==> config.mk <==
export PLATFORM = sky130hd
export DESIGN_NAME = ctlreg_unit
export DESIGN_NICKNAME = d
export VERILOG_FILES = /design/src/rtl/ctlreg_pkg.sv /design/src/rtl/ctlreg_ctrl.sv /design/src/rtl/ctlreg_dp.sv /design/src/rtl/ctlreg_unit.sv
export SDC_FILE = /design/constraint.sdc
export NUM_CORES = 1
export LEC_CHECK = 0
export ABC_CLOCK_PERIOD_IN_PS = 1500
export BUFFER_PORTS_ARGS = -buffer_cell sky130_fd_sc_hd__buf_2
export CAP_MARGIN = 20
export CORE_UTILIZATION = 35
export CTS_CLUSTER_DIAMETER = 40
export CTS_CLUSTER_SIZE = 24
export DETAILED_ROUTE_END_ITERATION = 12
export PLACE_DENSITY = 0.68
export SETUP_SLACK_MARGIN = 0.4
export SYNTH_ARGS = -nofsm -noshare
export SYNTH_HDL_FRONTEND = slang
export SYNTH_SLANG_ARGS = --single-unit
==> constraint.sdc <==
create_clock -name clk -period 1.5 [get_ports clk]
set_clock_uncertainty 0.1 [all_clocks]
set_input_delay 0.075 -clock clk [delete_from_list [all_inputs] [get_ports clk]]
set_output_delay 0.075 -clock clk [all_outputs]
set_load 0.01 [all_outputs]
==> src/rtl/ctlreg_pkg.sv <==
package ctlreg_pkg;
  localparam int BYTE_W = 8;

  // Register image bit positions (read data layout)
  localparam int B_PUP1 = 7;
  localparam int B_WD1  = 6;
  localparam int B_WD0  = 5;
  localparam int B_BP   = 4;
  localparam int B_RSVD = 3;
  localparam int B_RWEL = 2;
  localparam int B_WEL  = 1;
  localparam int B_PUP0 = 0;

  typedef struct packed {
    logic loadPend;
    logic setWel;
    logic setRwel;
    logic commit;
    logic readOut;
  } ctlStrobe_t;

  typedef struct packed {
    logic pup1;
    logic wd1;
    logic wd0;
    logic bp;
    logic pup0;
  } retBits_t;

  function automatic retBits_t pickRet(input logic [BYTE_W-1:0] img);
    retBits_t r;
    r.pup1 = img[B_PUP1];
    r.wd1  = img[B_WD1];
    r.wd0  = img[B_WD0];
    r.bp   = img[B_BP];
    r.pup0 = img[B_PUP0];
    return r;
  endfunction

  function automatic logic [BYTE_W-1:0] packImage(input retBits_t r,
                                                  input logic rwel,
                                                  input logic wel);
    logic [BYTE_W-1:0] img;
    img         = '0;
    img[B_PUP1] = r.pup1;
    img[B_WD1]  = r.wd1;
    img[B_WD0]  = r.wd0;
    img[B_BP]   = r.bp;
    img[B_RSVD] = 1'b0;
    img[B_RWEL] = rwel;
    img[B_WEL]  = wel;
    img[B_PUP0] = r.pup0;
    return img;
  endfunction
endpackage

==> src/rtl/ctlreg_ctrl.sv <==
module ctlreg_ctrl
  import ctlreg_pkg::*;
#(
  parameter int              ADDR_W   = 9,
  parameter logic [ADDR_W-1:0] REG_ADDR = 9'h1FF,
  parameter logic [3:0]      PREAMBLE = 4'b1011,
  parameter logic [BYTE_W-1:0] WEL_KEY  = 8'h02,
  parameter logic [BYTE_W-1:0] RWEL_KEY = 8'h06
) (
  input  logic              clk,
  input  logic              rstN,
  input  logic              evStart,
  input  logic              evStop,
  input  logic              evByte,
  input  logic              byteIsSlave,
  input  logic [3:0]        slaveHi,
  input  logic              evAddr,
  input  logic [ADDR_W-1:0] regAddr,
  input  logic              evRead,
  input  logic              welQ,
  input  logic              rwelQ,
  input  logic [BYTE_W-1:0] pendByte,
  output ctlStrobe_t        strobe,
  output logic              ackValid,
  output logic              ackOut
);
  logic selected;     // device-select matched in this frame
  logic ptrHit;       // address pointer at the register (survives repeated START)
  logic addrInFrame;  // address matched inside this frame
  logic dataTaken;    // one data byte already kept
  logic readDone;     // one read byte already returned

  logic slaveMatch, addrMatch, slaveEv, dataEv, ackNext;
  logic stopWithData;

  assign slaveMatch   = (slaveHi == PREAMBLE);
  assign addrMatch    = (regAddr == REG_ADDR);
  assign slaveEv      = evByte && byteIsSlave;
  assign dataEv       = evByte && !byteIsSlave;
  assign stopWithData = evStop && dataTaken;

  always_comb begin
    strobe          = '0;
    strobe.loadPend = dataEv && selected && addrInFrame && !dataTaken;
    strobe.readOut  = evRead && selected && ptrHit && !readDone;
    strobe.commit   = stopWithData && rwelQ && !pendByte[B_RWEL];
    strobe.setWel   = stopWithData && !strobe.commit && (pendByte == WEL_KEY);
    strobe.setRwel  = stopWithData && !strobe.commit && welQ &&
                      (pendByte == RWEL_KEY);
  end

  always_comb begin
    ackNext = 1'b0;
    if (evAddr)       ackNext = selected && addrMatch;
    else if (slaveEv) ackNext = slaveMatch;
    else if (dataEv)  ackNext = strobe.loadPend;
  end

  always_ff @(posedge clk) begin
    if (!rstN) begin
      selected    <= 1'b0;
      ptrHit      <= 1'b0;
      addrInFrame <= 1'b0;
      dataTaken   <= 1'b0;
      readDone    <= 1'b0;
      ackValid    <= 1'b0;
      ackOut      <= 1'b0;
    end else begin
      ackValid <= evByte || evAddr;
      ackOut   <= ackNext;
      if (evStart) begin
        selected    <= 1'b0;
        addrInFrame <= 1'b0;
        dataTaken   <= 1'b0;
        readDone    <= 1'b0;
      end else if (evStop) begin
        selected    <= 1'b0;
        ptrHit      <= 1'b0;
        addrInFrame <= 1'b0;
        dataTaken   <= 1'b0;
        readDone    <= 1'b0;
      end else begin
        if (slaveEv) selected <= slaveMatch;
        if (evAddr && selected) begin
          ptrHit      <= addrMatch;
          addrInFrame <= addrMatch;
        end
        if (strobe.loadPend) dataTaken <= 1'b1;
        if (strobe.readOut)  readDone  <= 1'b1;
      end
    end
  end
endmodule

==> src/rtl/ctlreg_dp.sv <==
module ctlreg_dp
  import ctlreg_pkg::*;
#(
  parameter logic [BYTE_W-1:0] RET_INIT = 8'h00
) (
  input  logic              clk,
  input  logic              rstN,
  input  ctlStrobe_t        strobe,
  input  logic [BYTE_W-1:0] byteData,
  output logic              welQ,
  output logic              rwelQ,
  output logic [BYTE_W-1:0] pendByte,
  output retBits_t          retBits,
  output logic              rdValid,
  output logic [BYTE_W-1:0] rdData,
  output logic              commitPulse
);
  always_ff @(posedge clk) begin
    if (!rstN) begin
      welQ        <= 1'b0;
      rwelQ       <= 1'b0;
      pendByte    <= '0;
      retBits     <= pickRet(RET_INIT);
      rdValid     <= 1'b0;
      rdData      <= '0;
      commitPulse <= 1'b0;
    end else begin
      commitPulse <= strobe.commit;
      rdValid     <= strobe.readOut;
      if (strobe.readOut)  rdData   <= packImage(retBits, rwelQ, welQ);
      if (strobe.loadPend) pendByte <= byteData;
      if (strobe.setWel)   welQ     <= 1'b1;
      if (strobe.setRwel)  rwelQ    <= 1'b1;
      if (strobe.commit) begin
        retBits <= pickRet(pendByte);
        rwelQ   <= 1'b0;
      end
    end
  end
endmodule

==> src/rtl/ctlreg_unit.sv <==
module ctlreg_unit
  import ctlreg_pkg::*;
#(
  parameter int                ADDR_W   = 9,
  parameter logic [ADDR_W-1:0] REG_ADDR = 9'h1FF,
  parameter logic [3:0]        PREAMBLE = 4'b1011,
  parameter logic [7:0]        WEL_KEY  = 8'h02,
  parameter logic [7:0]        RWEL_KEY = 8'h06,
  parameter logic [7:0]        RET_INIT = 8'h00
) (
  input  logic              clk,
  input  logic              rstN,
  input  logic              evStart,
  input  logic              evStop,
  input  logic              evByte,
  input  logic              byteIsSlave,
  input  logic [7:0]        byteData,
  input  logic              evAddr,
  input  logic [ADDR_W-1:0] regAddr,
  input  logic              evRead,
  output logic              ackValid,
  output logic              ackOut,
  output logic              rdValid,
  output logic [7:0]        rdData,
  output logic              commitPulse,
  output logic [1:0]        pupSel,
  output logic [1:0]        wdSel,
  output logic              blkProt
);
  ctlStrobe_t        strobe;
  logic              welQ, rwelQ;
  logic [BYTE_W-1:0] pendByte;
  retBits_t          retBits;

  ctlreg_ctrl #(
    .ADDR_W(ADDR_W), .REG_ADDR(REG_ADDR), .PREAMBLE(PREAMBLE),
    .WEL_KEY(WEL_KEY), .RWEL_KEY(RWEL_KEY)
  ) i_ctrl (
    .clk(clk), .rstN(rstN), .evStart(evStart), .evStop(evStop),
    .evByte(evByte), .byteIsSlave(byteIsSlave), .slaveHi(byteData[7:4]),
    .evAddr(evAddr), .regAddr(regAddr), .evRead(evRead),
    .welQ(welQ), .rwelQ(rwelQ), .pendByte(pendByte),
    .strobe(strobe), .ackValid(ackValid), .ackOut(ackOut)
  );

  ctlreg_dp #(.RET_INIT(RET_INIT)) i_dp (
    .clk(clk), .rstN(rstN), .strobe(strobe), .byteData(byteData),
    .welQ(welQ), .rwelQ(rwelQ), .pendByte(pendByte), .retBits(retBits),
    .rdValid(rdValid), .rdData(rdData), .commitPulse(commitPulse)
  );

  assign pupSel  = {retBits.pup1, retBits.pup0};
  assign wdSel   = {retBits.wd1, retBits.wd0};
  assign blkProt = retBits.bp;
endmodule

==> flow_summary.json, run 1 <==
{
  "netlist_instances": 127,
  "min_path_type": "in -> reg",
  "synth_edf_count": 0,
  "dp_hpwl_um": 1880,
  "async_flop_share_pct": 0,
  "ys.flop_type": "dfxtp_1",
  "grt_max_degree": 25,
  "antenna_found_initial": 0,
  "end_kind": "flip-flop",
  "r2r_start": "i_dp.pendByte[3]$_SDFFE_PN0P_",
  "crit_type": "reg -> reg",
  "track_usage_pct": 18.7,
  "min_to": "i_ctrl.ptrHit$_SDFFE_PN0P_",
  "first_pass_iters": 4,
  "via_per_inst": 4.76,
  "nNetsFinal": 213,
  "reg2reg_to": "i_dp.rwelQ$_SDFFE_PP0P_",
  "setup_viol": 0,
  "clockBufferDepth": 2,
  "synth_top_cells_by_count": "dfxtp_1 (31), nor2_1 (23), nand2_1 (19), a21oi_1 (13), mux2i_1 (13)",
  "cts.clk_slew.worst_paths_ps": 100,
  "layout-drive-gt1-share_pct": 37.0,
  "grt_first_pass_wirelength_um": 4810,
  "cts_htree_levels": 2,
  "timing.final.crit_share_pct": 76.7,
  "startpoint_type": "flip-flop",
  "root_buffer": "clkbuf_4",
  "clock-sinks": 31,
  "rrSetupSlack_ps": 350,
  "ios": 42,
  "die_w_um": 59.9,
  "peakVddDrop_mv": 0.602,
  "yosysTopAreaCell": "dfxtp_1",
  "initialDrtViolationCount": 40,
  "rsz0062_at_grt": "true",
  "holdPathStages": 4,
  "fill_cells": 306,
  "area_growth_pct": 46.2,
  "syn_area_per_cell_sq_um": 9.23,
  "dieArea_sq_um": 3590,
  "cap_violations": 0,
  "hold_violations": 0,
  "syn_nets": 152,
  "ys_top_cells_by_area": "dfxtp_1 (53%), mux2i_1 (11%), nor2_1 (7.4%)",
  "utilization_pct": 55.2,
  "seq_area_frac_synth_pct": 52.9,
  "row_count": 20,
  "portBuffers": 40,
  "hp-start": "evStop",
  "cts_buffers": 5,
  "max_freq_ghz": 0.870,
  "r2r_cells": 4,
  "cts_tree": "built",
  "crit_required_ps": 1680,
  "setup_tns_ps": 0,
  "syn_area_sq_um": 1170,
  "synth.distinct_cells": 25,
  "maxSlewViolCount": 0,
  "clk_latency_ps": 330,
  "via_count": 1109,
  "gp_congestion": 0.755,
  "remaining_drc_errors": 0,
  "wl_per_cell_um": 12.5,
  "ant_nets": 0,
  "cp_data_arrival_time_ps": 1330,
  "yosysWarnings": 0,
  "wirelength_um": 2920,
  "insertedDiodeCount": 0,
  "coreArea_sq_um": 3100,
  "yosysTopAreaCellShare_pct": 52.9,
  "min_period_ps": 1150,
  "ys_ff_latch": 31,
  "fp.dieH_um": 59.9,
  "floorplan.initialDensity_pct": 37.8,
  "grt_pass1_vias": 1104,
  "yosysMostFrequentCell": "dfxtp_1",
  "power_density_nw_per_um2": 866,
  "whs_ps": 24.0,
  "leakage_nw": 0.840,
  "grt.overflow.total": 0,
  "worstPathMaxFanout": 2,
  "status": "complete, no violations"
}
-- registers in the layout (all words and copies together) (netlist names) --
| signal | cells |
|---|---|
| i_dp.retBits | 5 |
| i_dp.commitPulse | 1 |
| i_ctrl.ptrHit | 1 |
| i_dp.rdValid | 1 |
| i_ctrl.readDone | 1 |
| i_dp.pendByte | 8 |
| i_ctrl.addrInFrame | 1 |
| i_dp.rdData | 7 |
| i_dp.rwelQ | 1 |
| i_ctrl.ackValid | 1 |
| i_dp.welQ | 1 |
| i_ctrl.selected | 1 |
| i_ctrl.dataTaken | 1 |
| i_ctrl.ackOut | 1 |
-- routing by layer --
metal | GRT usage, % | routed length, um
met1 | 20.6 | 1230
met2 | 33.2 | 1500
met3 | 5.84 | 137
met4 | 6.98 | 45
met5 | 0 | 0
-- placed cells by master (no fill, tap or decap), drive strengths merged --
cell type and instances:
buf 46, o211a 1, nand4 3, inv 2, nor2 23, clkinvlp 1
clkbuf 7, nor2b 1, nand4b 2, a21oi 13, o21a 2, mux2i 13
nand3 3, o21ai 1, conb 1, dlygate4sd3 13, dfxtp 31, nand2 20
nand3b 1, nor3 1, nor4 2, and4b 2
-- power by group --
group	internal, mW	switching, mW	total, mW
clock	0.274	0.292	0.565
combinational	0.0522	0.0435	0.0956
sequential	0.822	0.000464	0.823
total	1.15	0.336	1.48
-- how the worst max path moves through the flow --
| stage | slack (ps) | from | to | cells past startpoint |
|---|---|---|---|---|
| 2_1_floorplan | 420 | i_dp.pendByte[2]$_SDFFE_PN0P_ | i_dp.retBits[1]$_SDFFE_PN0P_ | 3 |
| 4_1_cts | 340 | i_ctrl.selected$_SDFFE_PP0P_ | i_dp.pendByte[4]$_SDFFE_PN0P_ | 4 |
| 3_5_place_dp | 280 | i_ctrl.selected$_SDFFE_PP0P_ | i_dp.rdData[6]$_SDFFE_PN0P_ | 3 |
| 5_1_grt | 260 | i_dp.pendByte[3]$_SDFFE_PN0P_ | i_dp.rwelQ$_SDFFE_PP0P_ | 4 |
| 6_report | 350 | i_dp.pendByte[3]$_SDFFE_PN0P_ | i_dp.rwelQ$_SDFFE_PP0P_ | 4 |
| 3_3_place_gp | 310 | i_ctrl.selected$_SDFFE_PP0P_ | i_ctrl.ptrHit$_SDFFE_PN0P_ | 4 |
-- critical path, stage by stage, from the launching register on --
cell and delay (ps):
dfxtp_1 360, nor4_4 280, nand3_2 120, nor2_1 110
o211a_1 150
-- through the flow --
step	power [mW]	std cells	setup WS (ps)	instance area, sq um
2_1_floorplan	0.867	127	415	1180
3_3_place_gp	0.907	207	310	1410
3_5_place_dp	0.909	207	275	1410
4_1_cts	1.49	232	342	1680
5_1_grt	1.54	233	257	1710
6_report	1.48	233	350	1710
-- logic make-up after synthesis --
logic type / after synthesis / synth area share (%)
AOI/OAI and AO/OA: 17 / 8.11
buffers and inverters: 7 / 2.99
DFF: 31 / 52.9
muxes: 13 / 11.1
other: 1 / 0.320
and+or+nand+nor: 58 / 24.5
-- cell type report --
| cell class | count | area [sq um] | share of cell area, % |
|---|---|---|---|
| flip-flops and latches | 31 | 629 | 36.7 |
| multi-input cells | 89 | 558 | 32.6 |
| repair buffers | 59 | 389 | 22.7 |
| clock buffers | 7 | 65.1 | 3.80 |
| well taps | 44 | 55.1 | 3.21 |
| inverters | 2 | 10.0 | 0.584 |
| clock inverters | 1 | 7.51 | 0.438 |
-- timing repair --
item                       4_1_cts  5_1_grt
pin swaps                        5        5
hold buffers                    13        0
gates cloned                     1        0
buffers inserted                 3        1
setup endpoints to repair       27       27
hold endpoints to repair        15        0
gates resized for setup         15        7
(Power assumes the default switching activity.)
==> run 2: changes to the inputs <==
--- a/config.mk
+++ b/config.mk
@@ -5,14 +5,14 @@
 export SDC_FILE = /design/constraint.sdc
 export NUM_CORES = 1
 export LEC_CHECK = 0
-export ABC_CLOCK_PERIOD_IN_PS = 1500
+export ABC_CLOCK_PERIOD_IN_PS = 980
 export BUFFER_PORTS_ARGS = -buffer_cell sky130_fd_sc_hd__buf_2
 export CAP_MARGIN = 20
 export CORE_UTILIZATION = 35
 export CTS_CLUSTER_DIAMETER = 40
 export CTS_CLUSTER_SIZE = 24
 export DETAILED_ROUTE_END_ITERATION = 12
-export PLACE_DENSITY = 0.68
+export PLACE_DENSITY = 0.7
 export SETUP_SLACK_MARGIN = 0.4
 export SYNTH_ARGS = -nofsm -noshare
 export SYNTH_HDL_FRONTEND = slang
==> constraint.sdc (replaced) <==
create_clock -name clk -period 0.98 [get_ports clk]
set_clock_uncertainty 0.1 [all_clocks]
set_input_delay 0.049 -clock clk [delete_from_list [all_inputs] [get_ports clk]]
set_output_delay 0.049 -clock clk [all_outputs]
set_load 0.01 [all_outputs]
==> run 2 against run 1 <==
Against the previous run: the run now ends with hold timing, setup timing left; total power rose by 48%; sequential share of layout area shrank 0.11 points; non-clock buffer count rose by 1; cell area increased by 3.3%; wire length down 4.0%; setup slack lost 540 ps; combinational power increased by 15%; first-iteration DRC count down 35%; critical endpoint is now i_dp.pendByte[0]$_SDFFE_PN0P_; largest cell class unchanged; largest power group unchanged.
==> flow_summary.json, run 2 (same netlist as run 1, synthesis figures left out) <==
{
  "status": "finished with violations",
  "area_growth_pct": 51.0,
  "row_count": 20,
  "r2r_start": "i_ctrl.selected$_SDFFE_PP0P_",
  "final_area_sq_um": 1770,
  "fill_cells": 277,
  "first_pass_iters": 4,
  "placed_area_sq_um": 1530,
  "floorplan.initialDensity_pct": 37.8,
  "cts_htree_levels": 2,
  "layout-drive-gt1-share_pct": 51.1,
  "largest_register": "i_dp.pendByte",
  "grt.overflow.total": 0,
  "via_per_inst": 4.68,
  "clk_latency_ps": 320,
  "coreArea_sq_um": 3100,
  "startpoint": "i_ctrl.selected$_SDFFE_PP0P_",
  "hold_violations": 13,
  "nNetsFinal": 214,
  "multi_input_area_sq_um": 551,
  "final_common_cell": "buf_2",
  "setup_viol": 28,
  "min_period_ps": 1170,
  "p_total_mw": 2.20,
  "startpoint_type": "flip-flop",
  "violations": "hold timing, setup timing",
  "max_freq_ghz": 0.856,
  "gp_congestion": 0.799,
  "dp_hpwl_um": 2020,
  "wirelength_um": 2800,
  "cts_buffers": 5,
  "ios": 42,
  "cap_violations": 0,
  "worstPathMaxFanout": 9,
  "crit_type": "reg -> reg",
  "ant_nets": 0,
  "antenna_found_initial": 0,
  "cts.clk_slew.worst_paths_ps": 90,
  "min_path_type": "in -> reg",
  "grt_first_pass_wirelength_um": 4470,
  "grt_max_degree": 25,
  "initialDrtViolationCount": 26,
  "final_cell_mix": "buf_2 (28), nor2_1 (23), nand2_1 (19), dfxtp_2 (19)",
  "maxSlewViolCount": 0,
  "portBuffers": 40,
  "timing.final.crit_share_pct": 119,
  "insertedDiodeCount": 0,
  "fp.dieH_um": 59.9,
  "clock-sinks": 31,
  "crit_required_ps": 1080,
  "wl_per_cell_um": 12.0,
  "largest_reg_flops": 8,
  "whs_ps": -143,
  "power_density_nw_per_um2": 1240,
  "remaining_drc_errors": 0,
  "hp-start": "byteData[3]",
  "top_regs": "i_dp.pendByte: 8 flops, i_dp.rdData: 7 flops, i_dp.retBits: 5 flops",
  "rsz0062_at_grt": "true",
  "setup_tns_ps": -3030,
  "finalWorstSetupSlack_ps": -188,
  "dieArea_sq_um": 3590,
  "leakage_nw": 0.878,
  "register_area_sq_um": 648,
  "cp_data_arrival_time_ps": 1270,
  "end_kind": "flip-flop",
  "root_buffer": "clkbuf_4",
  "peakVddDrop_mv": 0.747,
  "clockBufferDepth": 2,
  "die_w_um": 59.9,
  "via_count": 1096,
  "cts_tree": "built",
  "track_usage_pct": 17.2,
  "grt_pass1_vias": 1037
}
run 2: changes by cell type in the layout (fill, tap and decap cells not counted), moves of 2 or more:
cell           delta
buf_4            +12
dlygate4sd3_1    -13
dfxtp_2          +15
buf_2            -11
buf_6            +13
dfxtp_1          -15
nand2_2           -2
run 2: area by class of cell:
cell class,count,share of cell area (%)
inverters,2,0.424
multi-input cells,89,31.1
clock buffers,8,3.89
flip-flops and latches,31,36.6
well taps,44,3.11
repair buffers,60,24.9
run 2: final timing paths:
kind                                                       to  slack, ps  cells past startpoint
worst max-delay path            i_dp.pendByte[0]$_SDFFE_PN0P_       -190                      4
worst min-delay path            i_dp.pendByte[3]$_SDFFE_PN0P_       -140                      3
worst max register to register  i_dp.pendByte[0]$_SDFFE_PN0P_       -190                      4
worst min register to register  i_ctrl.dataTaken$_SDFFE_PP0P_        370                      2
run 2: timing repair:
action | 4_1_cts | 5_1_grt
endpoints found under the hold margin | 15 | 13
resized for setup | 32 | 5
buffers inserted | 6 | 0
pin swaps | 2 | 4
endpoints found under the setup margin | 46 | 46
run 2: worst max-delay path, cell delays in order, from the launching register on:
cell and delay (ps):
dfxtp_4 370, nand4_1 130, buf_6 170, mux2i_1 220, nor2_1 60
run 2: per-stage QoR:
step	hold slack, ps	std cells	worst slack [ps]	utilization (%)
2_1_floorplan	64.8	127	-86.1	-
3_3_place_gp	181	220	-132	49.2
3_5_place_dp	188	220	-205	49.2
4_1_cts	-154	234	-188	56.6
5_1_grt	-144	234	-256	57.1
6_report	-143	234	-188	57.1
run 2: where the power goes:
group	internal [mW]	switching [mW]	total (mW)
Sequential	1.26	0.000683	1.26
Clock	0.422	0.408	0.830
Combinational	0.0494	0.0606	0.110
Total	1.73	0.470	2.20
run 2: per-layer routing:
layer	track usage, %	up-vias	wire [um]
met5	0	-	0
met4	8.64	0	48
met3	5.41	7	129
met2	27.0	27	1380
met1	21.3	503	1240
li1	-	559	-
